==> config.mk <==
export PLATFORM = sky130hd
export DESIGN_NAME = kbd_wake_match
export DESIGN_NICKNAME = d
export VERILOG_FILES = /design/src/rtl/kwm_pkg.sv /design/src/rtl/kwm_seq_store.sv /design/src/rtl/kwm_seq_match.sv /design/src/rtl/kwm_req_flags.sv /design/src/rtl/kbd_wake_match.sv
export SDC_FILE = /design/constraint.sdc
export NUM_CORES = 1
export LEC_CHECK = 0
export BUFFER_PORTS_ARGS = -buffer_cell sky130_fd_sc_hd__buf_2
export CORE_ASPECT_RATIO = 1.1
export CORE_MARGIN = 5
export CORE_UTILIZATION = 40
export DETAILED_ROUTE_END_ITERATION = 8
export RECOVER_POWER = 25
export SLEW_MARGIN = 15
export SYNTH_ARGS = -nofsm -noshare
export SYNTH_HDL_FRONTEND = slang
export SYNTH_HIERARCHICAL = 1
export SYNTH_SLANG_ARGS = --single-unit
==> constraint.sdc <==
create_clock -name clk -period 5.2 [get_ports clk]
set_input_delay 0.78 -clock clk [delete_from_list [all_inputs] [get_ports clk]]
set_output_delay 0.78 -clock clk [all_outputs]
set_load 0.01 [all_outputs]
==> src/rtl/kwm_pkg.sv <==
package kwm_pkg;
   // Matcher channels, also the request bit positions
   localparam int N_MATCH   = 3;
   localparam int CH_POWER  = 0;
   localparam int CH_SLEEP  = 1;
   localparam int CH_RESUME = 2;
   // Any-key request sits above the matcher requests
   localparam int REQ_ANY   = N_MATCH;
   localparam int N_REQ     = N_MATCH + 1;
   localparam int SEL_W     = (N_MATCH > 1) ? $clog2(N_MATCH) : 1;

   function automatic int pos_width(input int max_len);
      return (max_len > 1) ? $clog2(max_len) : 1;
   endfunction
endpackage

==> src/rtl/kwm_seq_store.sv <==
module kwm_seq_store #(
   parameter int CODE_W  = 8,
   parameter int MAX_LEN = 8,
   parameter int IDX_W   = 3
) (
   input  logic                           clk,
   input  logic                           rst_n,
   input  logic                           wr,
   input  logic [IDX_W-1:0]               widx,
   input  logic [CODE_W-1:0]              wdata,
   output logic [MAX_LEN-1:0][CODE_W-1:0] seq
);
   // One register per sequence position
   for (genvar j = 0; j < MAX_LEN; j++) begin : g_slot
      logic hit_slot;
      assign hit_slot = wr && (widx == IDX_W'(j));
      always_ff @(posedge clk or negedge rst_n) begin
         if (!rst_n)        seq[j] <= '0;
         else if (hit_slot) seq[j] <= wdata;
      end
   end
endmodule

==> src/rtl/kwm_seq_match.sv <==
module kwm_seq_match #(
   parameter int CODE_W  = 8,
   parameter int MAX_LEN = 8,
   parameter int POS_W   = 3
) (
   input  logic                           clk,
   input  logic                           rst_n,
   input  logic                           en,
   input  logic                           restart,
   input  logic                           vld,
   input  logic [CODE_W-1:0]              code,
   input  logic [POS_W-1:0]               len_m1,
   input  logic [MAX_LEN-1:0][CODE_W-1:0] seq,
   output logic                           hit_o
);
   localparam logic [POS_W-1:0] LAST = POS_W'(MAX_LEN - 1);
   localparam logic [POS_W-1:0] ONE  = POS_W'(1);

   logic [POS_W-1:0]  pos_q, pos_d, eff_pos, len_eff;
   logic [CODE_W-1:0] want;
   logic              at_end, eq_want, eq_first, live;

   always_comb begin
      len_eff  = (len_m1 > LAST) ? LAST : len_m1;
      eff_pos  = (pos_q > len_eff) ? '0 : pos_q;
      want     = seq[eff_pos];
      eq_want  = (code == want);
      eq_first = (code == seq[0]);
      at_end   = (eff_pos == len_eff);
      live     = en && !restart;
      hit_o    = live && vld && eq_want && at_end;
   end

   always_comb begin
      pos_d = pos_q;
      if (!live) begin
         pos_d = '0;
      end else if (vld) begin
         if (eq_want)       pos_d = at_end ? '0 : eff_pos + ONE;
         else if (eq_first) pos_d = ONE;
         else               pos_d = '0;
      end
   end

   always_ff @(posedge clk or negedge rst_n) begin
      if (!rst_n) pos_q <= '0;
      else        pos_q <= pos_d;
   end

   AST_DIS_CLEARS: assert property (@(posedge clk) disable iff (!rst_n)
      !en |=> (pos_q == '0));
   AST_WR_CLEARS: assert property (@(posedge clk) disable iff (!rst_n)
      restart |=> (pos_q == '0));
   AST_IDLE_HOLD: assert property (@(posedge clk) disable iff (!rst_n)
      (en && !restart && !vld) |=> $stable(pos_q));
   AST_HIT_RESTART: assert property (@(posedge clk) disable iff (!rst_n)
      hit_o |=> (pos_q == '0));
endmodule

==> src/rtl/kwm_req_flags.sv <==
module kwm_req_flags #(
   parameter int N = 4
) (
   input  logic         clk,
   input  logic         rst_n,
   input  logic [N-1:0] set,
   input  logic [N-1:0] clr,
   output logic [N-1:0] flag_q
);
   for (genvar i = 0; i < N; i++) begin : g_flag
      always_ff @(posedge clk or negedge rst_n) begin
         if (!rst_n)      flag_q[i] <= 1'b0;
         else if (set[i]) flag_q[i] <= 1'b1;
         else if (clr[i]) flag_q[i] <= 1'b0;
      end

      AST_STICKY: assert property (@(posedge clk) disable iff (!rst_n)
         (flag_q[i] && !clr[i]) |=> flag_q[i]);
      AST_SET_WINS: assert property (@(posedge clk) disable iff (!rst_n)
         set[i] |=> flag_q[i]);
      AST_NO_SPONT: assert property (@(posedge clk) disable iff (!rst_n)
         (!set[i] && !flag_q[i]) |=> !flag_q[i]);
      AST_CLR_DROPS: assert property (@(posedge clk) disable iff (!rst_n)
         (clr[i] && !set[i]) |=> !flag_q[i]);
   end
endmodule

==> src/rtl/kbd_wake_match.sv <==
module kbd_wake_match
   import kwm_pkg::*;
#(
   parameter int CODE_W  = 8,
   parameter int MAX_LEN = 8,
   localparam int POS_W  = pos_width(MAX_LEN)
) (
   input  logic                     clk,
   input  logic                     rst_n,
   input  logic                     kb_vld,
   input  logic [CODE_W-1:0]        kb_code,
   input  logic                     any_key_en,
   input  logic [N_MATCH-1:0]       match_en,
   input  logic [N_MATCH*POS_W-1:0] match_len_m1,
   input  logic                     seq_wr,
   input  logic [SEL_W-1:0]         seq_sel,
   input  logic [POS_W-1:0]         seq_idx,
   input  logic [CODE_W-1:0]        seq_data,
   input  logic [N_REQ-1:0]         req_clr,
   output logic [N_REQ-1:0]         wake_req,
   output logic                     wake_any
);
   // Elaboration-time parameter checks
   if (CODE_W < 1) begin : g_bad_code_w
      $error("kbd_wake_match: CODE_W must be at least 1");
   end
   if (MAX_LEN < 1) begin : g_bad_max_len
      $error("kbd_wake_match: MAX_LEN must be at least 1");
   end

   logic [N_MATCH-1:0] hit;
   logic [N_REQ-1:0]   req_set;

   for (genvar c = 0; c < N_MATCH; c++) begin : g_ch
      logic                           wr_ch;
      logic [MAX_LEN-1:0][CODE_W-1:0] seq;

      assign wr_ch = seq_wr && (seq_sel == SEL_W'(c));

      kwm_seq_store #(
         .CODE_W (CODE_W),
         .MAX_LEN(MAX_LEN),
         .IDX_W  (POS_W)
      ) i_store (
         .clk  (clk),
         .rst_n(rst_n),
         .wr   (wr_ch),
         .widx (seq_idx),
         .wdata(seq_data),
         .seq  (seq)
      );

      kwm_seq_match #(
         .CODE_W (CODE_W),
         .MAX_LEN(MAX_LEN),
         .POS_W  (POS_W)
      ) i_match (
         .clk    (clk),
         .rst_n  (rst_n),
         .en     (match_en[c]),
         .restart(wr_ch),
         .vld    (kb_vld),
         .code   (kb_code),
         .len_m1 (match_len_m1[c*POS_W +: POS_W]),
         .seq    (seq),
         .hit_o  (hit[c])
      );
   end

   assign req_set = {kb_vld && any_key_en, hit};

   kwm_req_flags #(.N(N_REQ)) i_flags (
      .clk   (clk),
      .rst_n (rst_n),
      .set   (req_set),
      .clr   (req_clr),
      .flag_q(wake_req)
   );

   assign wake_any = |wake_req;

   AST_ANYKEY_SETS: assert property (@(posedge clk) disable iff (!rst_n)
      (kb_vld && any_key_en) |=> wake_req[REQ_ANY]);
   AST_NO_REQ_WITHOUT_BYTE: assert property (@(posedge clk) disable iff (!rst_n)
      (!kb_vld && (wake_req == '0)) |=> (wake_req == '0));
endmodule

==> impl_metrics.json, run 1 <==
{
  "status": "complete, but fails checks",
  "violations": "max-capacitance violations, max-slew violations",
  "ioPinCount": 47,
  "drtIter0Drc": 480,
  "power_density_nw_per_um2": 357,
  "cp-start-kind": "flop",
  "io_buffers": 46,
  "endpoint_kind": "flop",
  "path_clk_slew_ns": 0.06,
  "drive_gt1_share_pct": 34.8,
  "worstHoldStart": "g_ch[2].i_store/seq[50]",
  "dieArea_um2": 32100,
  "finalWorstSetupSlack_ns": 1.44,
  "syn2layout_area_growth_pct": 10.5,
  "setup-violations-final": 0,
  "ys_ff_latch": 205,
  "crit_family": "simple AND/OR/NAND/NOR gates",
  "instances_no_fill": 1370,
  "seqPwrFrac_pct": 45.7,
  "cts_tree": "done",
  "path_cells": "ha_1, and3_4, or2_1, o21ai_4, a311oi_1, or3_1, a211oi_1, nand4_2, nor3_1, a21o_1",
  "power_mw": 4.51,
  "grt_pass1_wl_um": 47500,
  "ys.flop_type": "dfrtp_1",
  "core_area_um2": 28500,
  "vias": 7885,
  "design_area_um2": 12600,
  "route.detailed.vias_per_inst": 5.76,
  "hpwl_um": 20400,
  "place_inst": 1329,
  "rows": 65,
  "numCtsBuffers": 22,
  "grt_max_degree": 120,
  "yosysWarnings": 6,
  "min_path_type": "reg2reg",
  "hold_viol": 0,
  "gr-total-overflow": 0,
  "crit_arrival_ns": 4.21,
  "worstRegToRegCells": 10,
  "synth_fp_nets": 1004,
  "fin_crit_ns": 3.76,
  "ctsRootBufferMaster": "clkbuf_16",
  "rsz0062_at_grt": "false",
  "rr_endpoint": "i_flags/flag_q[1]",
  "antenna_found_initial": 0,
  "hold_end": "g_ch[2].i_store/seq[50]",
  "pwr-share-clk_pct": 37.9,
  "dpl-instance-area_um2": 11900,
  "clock_sinks": 205,
  "cts_buffer_depth": 3,
  "nets": 1039,
  "p_leak_nw": 5.48,
  "synthCells": 950,
  "cp.buffers_inverters": 0,
  "detail-route-antenna-nets": 0,
  "wirelength_um": 30500,
  "worst_slew_pin_slew_ns": 2.99,
  "postCtsHoldBufs": 0,
  "power.share.switching_pct": 26.2,
  "switchingPower_mw": 1.18,
  "cp_max_fo": 19,
  "track_usage_pct": 18.9,
  "mostFrequentLayoutCells": "dfrtp_1, mux2_2, buf_2",
  "hold_depth": 1,
  "power_frac_comb_pct": 16.5,
  "finalSetupTns_ns": 0,
  "grt_pass1_vias": 7953,
  "maxSlewHeadroom_pct": -99.0,
  "clk_latency_ns": 0.51,
  "gp_congestion": 0.883,
  "timing.final.crit_share_pct": 72.3,
  "die_h_um": 187,
  "drc_errors": 0,
  "ff2ff_setup_slack_ns": 1.44,
  "cts_setup_buffers": 0,
  "cap_viol_max_count": 1,
  "avgSynthCellArea_um2": 12.0,
  "ys_async_sr_fraction_pct": 100,
  "required_ns": 5.65,
  "seq_area_frac_synth_pct": 44.9,
  "vdd_drop_max_mv": 0.221,
  "crit_slowest_cell": "dfrtp_1",
  "fin_worst_skew_ns": 0.0101,
  "r2r_start": "g_ch[1].i_match/pos_q[2]",
  "wl_per_cell_um": 22.3,
  "cts_resized": 0,
  "die_w_um": 171,
  "final_common_cell": "dfrtp_1",
  "htreeDepth": 1,
  "syn_area_um2": 11400,
  "drt-pass1-iter-count": 5,
  "power.internal_mw": 3.33,
  "worstSetupPathType": "reg2reg",
  "synth_edf_count": 0,
  "post-place-ws_ns": 1.50,
  "maxSlewViolCount": 120,
  "fmax_mhz": 266,
  "start_util_pct": 40.2,
  "ys_types": 81,
  "slowest_delay_ns": 0.84
}
synthesized netlist by cell type (5+ instances only):
cell / count / area [um^2]
ha_1: 12 / 150
o22ai_1: 5 / 31.3
a311oi_1: 10 / 87.6
nand4_1: 11 / 68.8
inv_1: 28 / 105
mux2_2: 196 / 2210
dfrtp_1: 205 / 5130
nor3_1: 28 / 140
or3_1: 12 / 75.1
nand2b_1: 12 / 75.1
mux2i_1: 21 / 210
mux4_2: 10 / 225
a211oi_1: 20 / 150
o211ai_1: 14 / 105
xnor2_1: 32 / 280
nor2b_1: 14 / 87.6
or2_2: 6 / 37.5
nand4b_1: 9 / 78.8
buf_6: 9 / 101
o21ai_0: 14 / 70.1
xor2_1: 11 / 96.3
a221oi_1: 5 / 43.8
a21oi_1: 35 / 175
o21ai_1: 5 / 25.0
and3_1: 6 / 37.5
nand2_1: 28 / 105
a22oi_1: 12 / 90.1
nor2_1: 29 / 109
nor4bb_1: 9 / 90.1
clkbuf_1: 5 / 18.8
clkbuf_8: 10 / 138
buf_2: 21 / 105
worst max path at each step:
stage	startpoint	to	slack (ns)	depth (start not counted)
5_1_grt	g_ch[2].i_match/pos_q[0]	g_ch[2].i_match/pos_q[2]	1.22	12
3_5_place_dp	match_len_m1[4]	g_ch[1].i_match/pos_q[2]	1.50	12
2_1_floorplan	match_len_m1[5]	g_ch[1].i_match/pos_q[0]	1.97	11
4_1_cts	g_ch[2].i_match/pos_q[0]	g_ch[2].i_match/pos_q[2]	1.51	12
6_report	g_ch[1].i_match/pos_q[2]	i_flags/flag_q[1]	1.44	10
3_3_place_gp	match_len_m1[5]	g_ch[1].i_match/pos_q[0]	1.55	11
power groups by stage:
stage	clock network, mW	registers [mW]	logic [mW]
final	1.71	2.06	0.745
after global routing	1.80	2.10	0.820
after CTS	1.75	2.06	0.750
after detailed placement	0	2.09	0.746
after global placement	0	2.08	0.730
after floorplan	0	2.03	0.554
worst reg2reg max path, delay by kind of cell (launching register included):
family,cells,cell delay (ns)
flops,1,0.84
compound gates,4,1.03
fa+ha+maj,1,0.37
simple gates,5,1.45
state kept, by name (all words and copies together), names as in the netlist:
name / cells
g_ch.i_store/seq: 192
g_ch.i_match/pos_q: 9
i_flags/flag_q: 4
kinds of logic (layout without fill, tap and decap cells):
logic type | count (synthesis) | after routing | share of synthesized area (%)
AO/OA/AOI/OAI | 171 | 171 | 11.2
multiplexers | 228 | 228 | 23.2
buffers and inverters | 85 | 136 | 4.84
other | 0 | 1 | 0
adder cells (fa/ha/maj) | 12 | 12 | 1.31
AND/OR/NAND/NOR | 206 | 206 | 11.3
flip-flops | 205 | 205 | 44.9
XOR/XNOR | 43 | 43 | 3.29
through the flow:
stage                     utilization [%]  hold slack (ns)
after global placement               41.7            0.480
after floorplan                         -            0.471
after CTS                            44.4            0.423
after global routing                 44.4            0.513
final                                44.4            0.494
after detailed placement             41.7            0.485
layout make-up:
cell class	instances	area [um^2]
Fill cell	2696	15800
Multi-Input combinational cell	660	5750
Sequential cell	205	5130
Clock buffer	28	624
Tap cell	368	460
Timing Repair Buffer	62	349
Clock inverter	12	164
Inverter	34	155
Antenna cell	1	2.50
layer usage:
metal	GRT usage [%]	routed length [um]
met5	0	0
met4	6.00	926
met3	2.03	1350
met2	31.1	14700
met1	26.2	13500
No activity file was read; power rests on OpenSTA's default activity.
==> run 2: changes to the inputs <==
Settings changed: ABC_AREA from default to 1.
Clock period 5.2 ns to 3.6 ns, I/O delays scaled along.
==> impl_metrics.json, run 2 <==
{
  "dieArea_um2": 36000,
  "cp_max_fo": 15,
  "cp.buffers_inverters": 2,
  "largest_reg_flops": 192,
  "maxSlewViolCount": 90,
  "crit_family": "simple AND/OR/NAND/NOR gates",
  "ys_async_sr_fraction_pct": 100,
  "vdd_drop_max_mv": 0.280,
  "antenna_found_initial": 0,
  "maxSlewHeadroom_pct": -53.7,
  "rsz0062_at_grt": "false",
  "yosysWarnings": 6,
  "avgSynthCellArea_um2": 7.06,
  "htreeDepth": 1,
  "fin_crit_ns": 3.16,
  "die_h_um": 198,
  "clk_latency_ns": 0.53,
  "hold_viol": 0,
  "ys.flop_type": "dfrtp_1",
  "io_buffers": 46,
  "gr-total-overflow": 0,
  "diodes": 0,
  "start_util_pct": 40.2,
  "die_w_um": 181,
  "status": "complete, but fails checks",
  "synth_edf_count": 0,
  "finalSetupTns_ns": 0,
  "gp_congestion": 0.945,
  "ys_types": 30,
  "drc_errors": 0,
  "worstSetupPathType": "reg2reg",
  "worstSetupStartpoint": "g_ch[1].i_match/pos_q[2]",
  "path_clk_slew_ns": 0.06,
  "fmax_mhz": 317,
  "min_path_type": "in2reg",
  "drive_gt1_share_pct": 8.15,
  "slowest_delay_ns": 0.46,
  "violations": "max-capacitance violations, max-slew violations",
  "regMostFlops": "g_ch.i_store/seq",
  "grt_max_degree": 90,
  "final_common_cell": "nand2_1",
  "numCtsBuffers": 24,
  "track_usage_pct": 21.7,
  "synth_area_leader_cell": "dfrtp_1",
  "route.detailed.vias_per_inst": 5.20,
  "core_area_um2": 32100,
  "fillers": 3401,
  "ctsRootBufferMaster": "clkbuf_16",
  "rows": 69,
  "cts_setup_buffers": 0,
  "path_cells": "ha_1, nand3_1, nand2_1, nand2_2, nand2_2, buf_4, nand2_1, nand3_1, nand3_1, nand2_1, nand2_1, nand2_1, nand2_1, nor2_2, nand3_2, nor2_1, inv_1, nand2_1",
  "post-place-ws_ns": 0.293,
  "mostFrequentLayoutCells": "nand2_1, nand3_1, dfrtp_1",
  "cp-start-kind": "flop",
  "setup-violations-final": 0,
  "crit_arrival_ns": 3.63,
  "endpoint_kind": "flop",
  "rr_endpoint": "i_flags/flag_q[1]",
  "syn2layout_area_growth_pct": 6.57,
  "seq_area_frac_synth_pct": 39.8,
  "r2r_start": "g_ch[1].i_match/pos_q[2]",
  "wirelength_um": 39300,
  "grt_pass1_vias": 11500,
  "ys_ff_latch": 205,
  "cp-endpoint": "i_flags/flag_q[1]",
  "clock_sinks": 205,
  "p_leak_nw": 7.48,
  "finalWorstSetupSlack_ns": 0.442,
  "worstRegToRegCells": 18,
  "synth.area.top_cells": "dfrtp_1, nand2_1, nand3_1",
  "ioPinCount": 47,
  "nets": 1889,
  "timing.final.crit_share_pct": 87.7,
  "ff2ff_setup_slack_ns": 0.44,
  "cap_viol_max_count": 1,
  "detail-route-antenna-nets": 0,
  "instances_no_fill": 2278,
  "synth_fp_nets": 1883,
  "netlist_top_cells_count": "nand2_1, nand3_1, dfrtp_1",
  "synthCells": 1829,
  "power_density_nw_per_um2": 499,
  "drt-pass1-iter-count": 5,
  "cts_buffer_depth": 3,
  "drtIter0Drc": 1140,
  "postCtsHoldBufs": 0,
  "synthDominantCellAreaShare_pct": 39.8,
  "wl_per_cell_um": 17.3,
  "power_mw": 6.86,
  "hpwl_um": 26200,
  "reg_top3": "g_ch.i_store/seq x192, g_ch.i_match/pos_q x9, i_flags/flag_q x4",
  "cts_tree": "done",
  "crit_slowest_cell": "dfrtp_1",
  "cts_resized": 0,
  "cp_num_cells": 18,
  "vias": 11900,
  "cpMostUsedCell": "nand2_1",
  "required_ns": 4.07,
  "grt_pass1_wl_um": 63200,
  "yosysMostFrequentCell": "nand2_1",
  "worst_slew_pin_slew_ns": 2.31,
  "syn_area_um2": 12900,
  "place_inst": 2235,
  "fin_worst_skew_ns": 0.0101
}
## run 2: cell type report
| class | count | area, um^2 | share of cell area (%) |
|---|---|---|---|
| clock buffers | 35 | 693 | 5.04 |
| clock inverters | 8 | 171 | 1.25 |
| inverters | 136 | 520 | 3.78 |
| multi-input cells | 1398 | 6290 | 45.8 |
| flip-flops and latches | 205 | 5130 | 37.3 |
| well taps | 426 | 533 | 3.88 |
| repair buffers | 70 | 410 | 2.98 |
## run 2: cell families (layout without fill, tap and decap cells)
kind of cell / Yosys count / count (layout) / synth area share (%)
flops: 205 / 205 / 39.8
compound gates: 12 / 12 / 0.611
fa+ha+maj: 12 / 12 / 1.16
xor+xnor: 24 / 24 / 1.63
buf+inv: 226 / 249 / 11.5
simple gates: 1350 / 1350 / 45.4
## run 2: metal layers
layer / global-route usage [%] / wire [um]
met3: 2.49 / 2120
met1: 29.5 / 17500
met4: 8.98 / 1730
met5: 0 / 0
met2: 35.7 / 18000
## run 2: metrics by stage
step	hold slack, ns	area (um^2)	utilization [%]
after global routing	0.239	13800	42.8
after floorplan	0.244	12900	-
after CTS	0.0967	13800	42.9
after detailed placement	0.450	12900	40.2
after global placement	0.449	12900	40.2
final	0.234	13800	42.8
## run 2: worst reg2reg max path, stage by stage, from the launching register on
cell,delay (ns)
dfrtp_1,0.46
ha_1,0.37
nand3_1,0.09
nand2_1,0.08
nand2_2,0.20
nand2_2,0.29
buf_4,0.28
nand2_1,0.09
nand3_1,0.11
nand3_1,0.20
nand2_1,0.12
nand2_1,0.05
nand2_1,0.06
nand2_1,0.06
nor2_2,0.14
nand3_2,0.13
nor2_1,0.22
inv_1,0.08
nand2_1,0.07
## run 2: worst min path at each step
stage,startpoint,to,slack (ns),cells after the start
after floorplan,rst_n,g_ch[0].i_match/pos_q[0],0.24,0
after global placement,g_ch[1].i_store/seq[8],g_ch[1].i_store/seq[8],0.45,2
after detailed placement,g_ch[1].i_store/seq[13],g_ch[1].i_store/seq[13],0.45,2
after CTS,rst_n,g_ch[2].i_store/seq[14],0.1,1
after global routing,req_clr[1],i_flags/flag_q[1],0.24,4
final,req_clr[3],i_flags/flag_q[3],0.23,4
## run 2: power breakdown
part	total [mW]	leakage, nW	internal, mW	switching [mW]
Combinational	1.17	4.39	0.434	0.739
Sequential	3.00	2.67	2.71	0.293
Clock	2.69	0.417	1.69	0.997
==> run 3: changes to the inputs <==
Settings changed: CORE_UTILIZATION 40 to 55, PLACE_DENSITY from default to 0.72.
==> impl_metrics.json, run 3 (synthesis results as in run 2) <==
{
  "gr-total-overflow": 0,
  "post-route-util_pct": 58.6,
  "route.detailed.vias_per_inst": 5.50,
  "worstSetupPathType": "reg2reg",
  "drc_errors": 0,
  "dpl-instance-area_um2": 12800,
  "gp_congestion": 0.918,
  "worst_slew_pin_slew_ns": 2.19,
  "path_cells": "ha_1, a21oi_2, nand2_1, nand2_2, buf_4, nand2_8, inv_4, nand3_1, nand2_1, nand2_1, nand2_1, nand2_1, nand2_1, nand2_1, nor2_2, nand3_2, nor2_1, inv_1, nand2_1",
  "timing.final.crit_share_pct": 80.6,
  "io_buffers": 46,
  "start_util_pct": 56.1,
  "cts_buffer_depth": 3,
  "core_area_um2": 23000,
  "rows": 58,
  "nets": 1885,
  "cts_setup_buffers": 0,
  "met1Wirelength_um": 15500,
  "cp-endpoint": "i_flags/flag_q[2]",
  "met2WireLength_um": 16500,
  "vdd_drop_max_mv": 0.386,
  "drt-pass1-iter-count": 5,
  "min_path_type": "in2reg",
  "fin_worst_skew_ns": 0.0125,
  "htreeDepth": 1,
  "reg_top3": "g_ch.i_store/seq x192, g_ch.i_match/pos_q x9, i_flags/flag_q x4",
  "numCtsBuffers": 23,
  "crit_arrival_ns": 3.37,
  "instances_no_fill": 2147,
  "ioPinCount": 47,
  "die_h_um": 171,
  "ff2ff_setup_slack_ns": 0.70,
  "cap_viol_max_count": 1,
  "hold_viol": 0,
  "cts_resized": 0,
  "cts_tree": "done",
  "fmax_mhz": 345,
  "rsz0062_at_grt": "false",
  "regMostFlops": "g_ch.i_store/seq",
  "antenna_found_initial": 0,
  "crit_slowest_cell": "dfrtp_1",
  "status": "complete, but fails checks",
  "required_ns": 4.07,
  "slowest_delay_ns": 0.46,
  "p_leak_nw": 7.42,
  "violations": "max-capacitance violations, max-slew violations",
  "worstRegToRegCells": 19,
  "syn2layout_area_growth_pct": 4.55,
  "endpoint_kind": "flop",
  "r2r_start": "g_ch[2].i_match/pos_q[2]",
  "design_area_um2": 13500,
  "fillers": 2219,
  "wirelength_um": 36900,
  "dieArea_um2": 26600,
  "place_inst": 2106,
  "finalSetupTns_ns": 0,
  "maxSlewHeadroom_pct": -46.3,
  "highest_layer": "met4",
  "clk_latency_ns": 0.53,
  "drive_gt1_share_pct": 8.12,
  "grt_max_degree": 84,
  "cp-start-kind": "flop",
  "cp_max_fo": 28,
  "rr_endpoint": "i_flags/flag_q[2]",
  "cpMostUsedCell": "nand2_1",
  "final_common_cell": "nand2_1",
  "setup-violations-final": 0,
  "largest_reg_flops": 192,
  "wl_per_cell_um": 17.2,
  "path_clk_slew_ns": 0.07,
  "wl_met3_um": 3040,
  "grt_pass1_wl_um": 60600,
  "ctsRootBufferMaster": "clkbuf_16",
  "worstSetupStartpoint": "g_ch[2].i_match/pos_q[2]",
  "grt_pass1_vias": 11400,
  "power_density_nw_per_um2": 483,
  "hpwl_um": 24500,
  "drtIter0Drc": 1025,
  "mostFrequentLayoutCells": "nand2_1, nand3_1, dfrtp_1",
  "finalHoldWorstSlack_ns": 0.247,
  "clock_sinks": 205,
  "track_usage_pct": 28.3,
  "fin_crit_ns": 2.90,
  "detail-route-antenna-nets": 0,
  "die_w_um": 156,
  "postCtsHoldBufs": 0,
  "vias": 11800,
  "maxSlewViolCount": 83,
  "diodes": 0
}
run 3: cell types whose count changed in the layout (fill, tap and decap cells not counted), moves of 2 or more:
| cell | change |
|---|---|
| buf_12 | +3 |
| buf_4 | -5 |
| bufinv_16 | -3 |
| clkbuf_1 | -4 |
| clkbuf_16 | -2 |
| clkinv_2 | +4 |
| clkinvlp_4 | +4 |
run 3: worst max-delay path, delay by kind of cell (launching register included):
kind,cells,cell delay (ns)
AND/OR/NAND/NOR,14,1.25
buffers and inverters,3,0.60
flip-flops,1,0.46
adder cells (fa/ha/maj),1,0.37
AO/OA/AOI/OAI,1,0.14
run 3: how the worst min path moves through the flow:
stage | start | to | slack [ns] | cells past startpoint
after floorplan | rst_n | g_ch[0].i_match/pos_q[0] | 0.24 | 0
after global placement | g_ch[2].i_store/seq[12] | g_ch[2].i_store/seq[12] | 0.45 | 2
after detailed placement | g_ch[2].i_store/seq[15] | g_ch[2].i_store/seq[15] | 0.45 | 2
after CTS | rst_n | g_ch[2].i_match/pos_q[2] | 0.09 | 1
after global routing | req_clr[3] | i_flags/flag_q[3] | 0.26 | 4
final | req_clr[1] | i_flags/flag_q[1] | 0.25 | 4
run 3: metrics by stage:
stage / power (mW) / worst slack, ns
after floorplan: 3.82 / 1.16
final: 6.51 / 0.699
after global routing: 6.89 / 0.385
after CTS: 6.55 / 0.726
after detailed placement: 4.19 / 0.538
after global placement: 4.15 / 0.568
run 3: layout make-up:
type                            count  area [um^2]  share of cell area, %
Clock buffer                       28          614                   4.55
Clock inverter                     13          131                  0.974
Inverter                          136          520                   3.86
Multi-Input combinational cell   1398         6290                   46.7
Sequential cell                   205         5130                   38.0
Tap cell                          300          375                   2.78
Timing Repair Buffer               67          425                   3.15
run 3: metal layers:
| layer | vias to the layer above | track usage [%] |
|---|---|---|
| met5 | - | 0 |
| met4 | 0 | 12.3 |
| met1 | 5519 | 38.5 |
| met3 | 112 | 4.78 |
| met2 | 432 | 44.7 |
| li1 | 5739 | - |
run 3: power by group:
part	switching (mW)	leakage, nW	total, mW	internal, mW
logic	0.737	4.40	1.17	0.436
registers	0.289	2.67	3.00	2.71
clock network	0.983	0.354	2.34	1.36
total	2.01	7.42	6.51	4.50
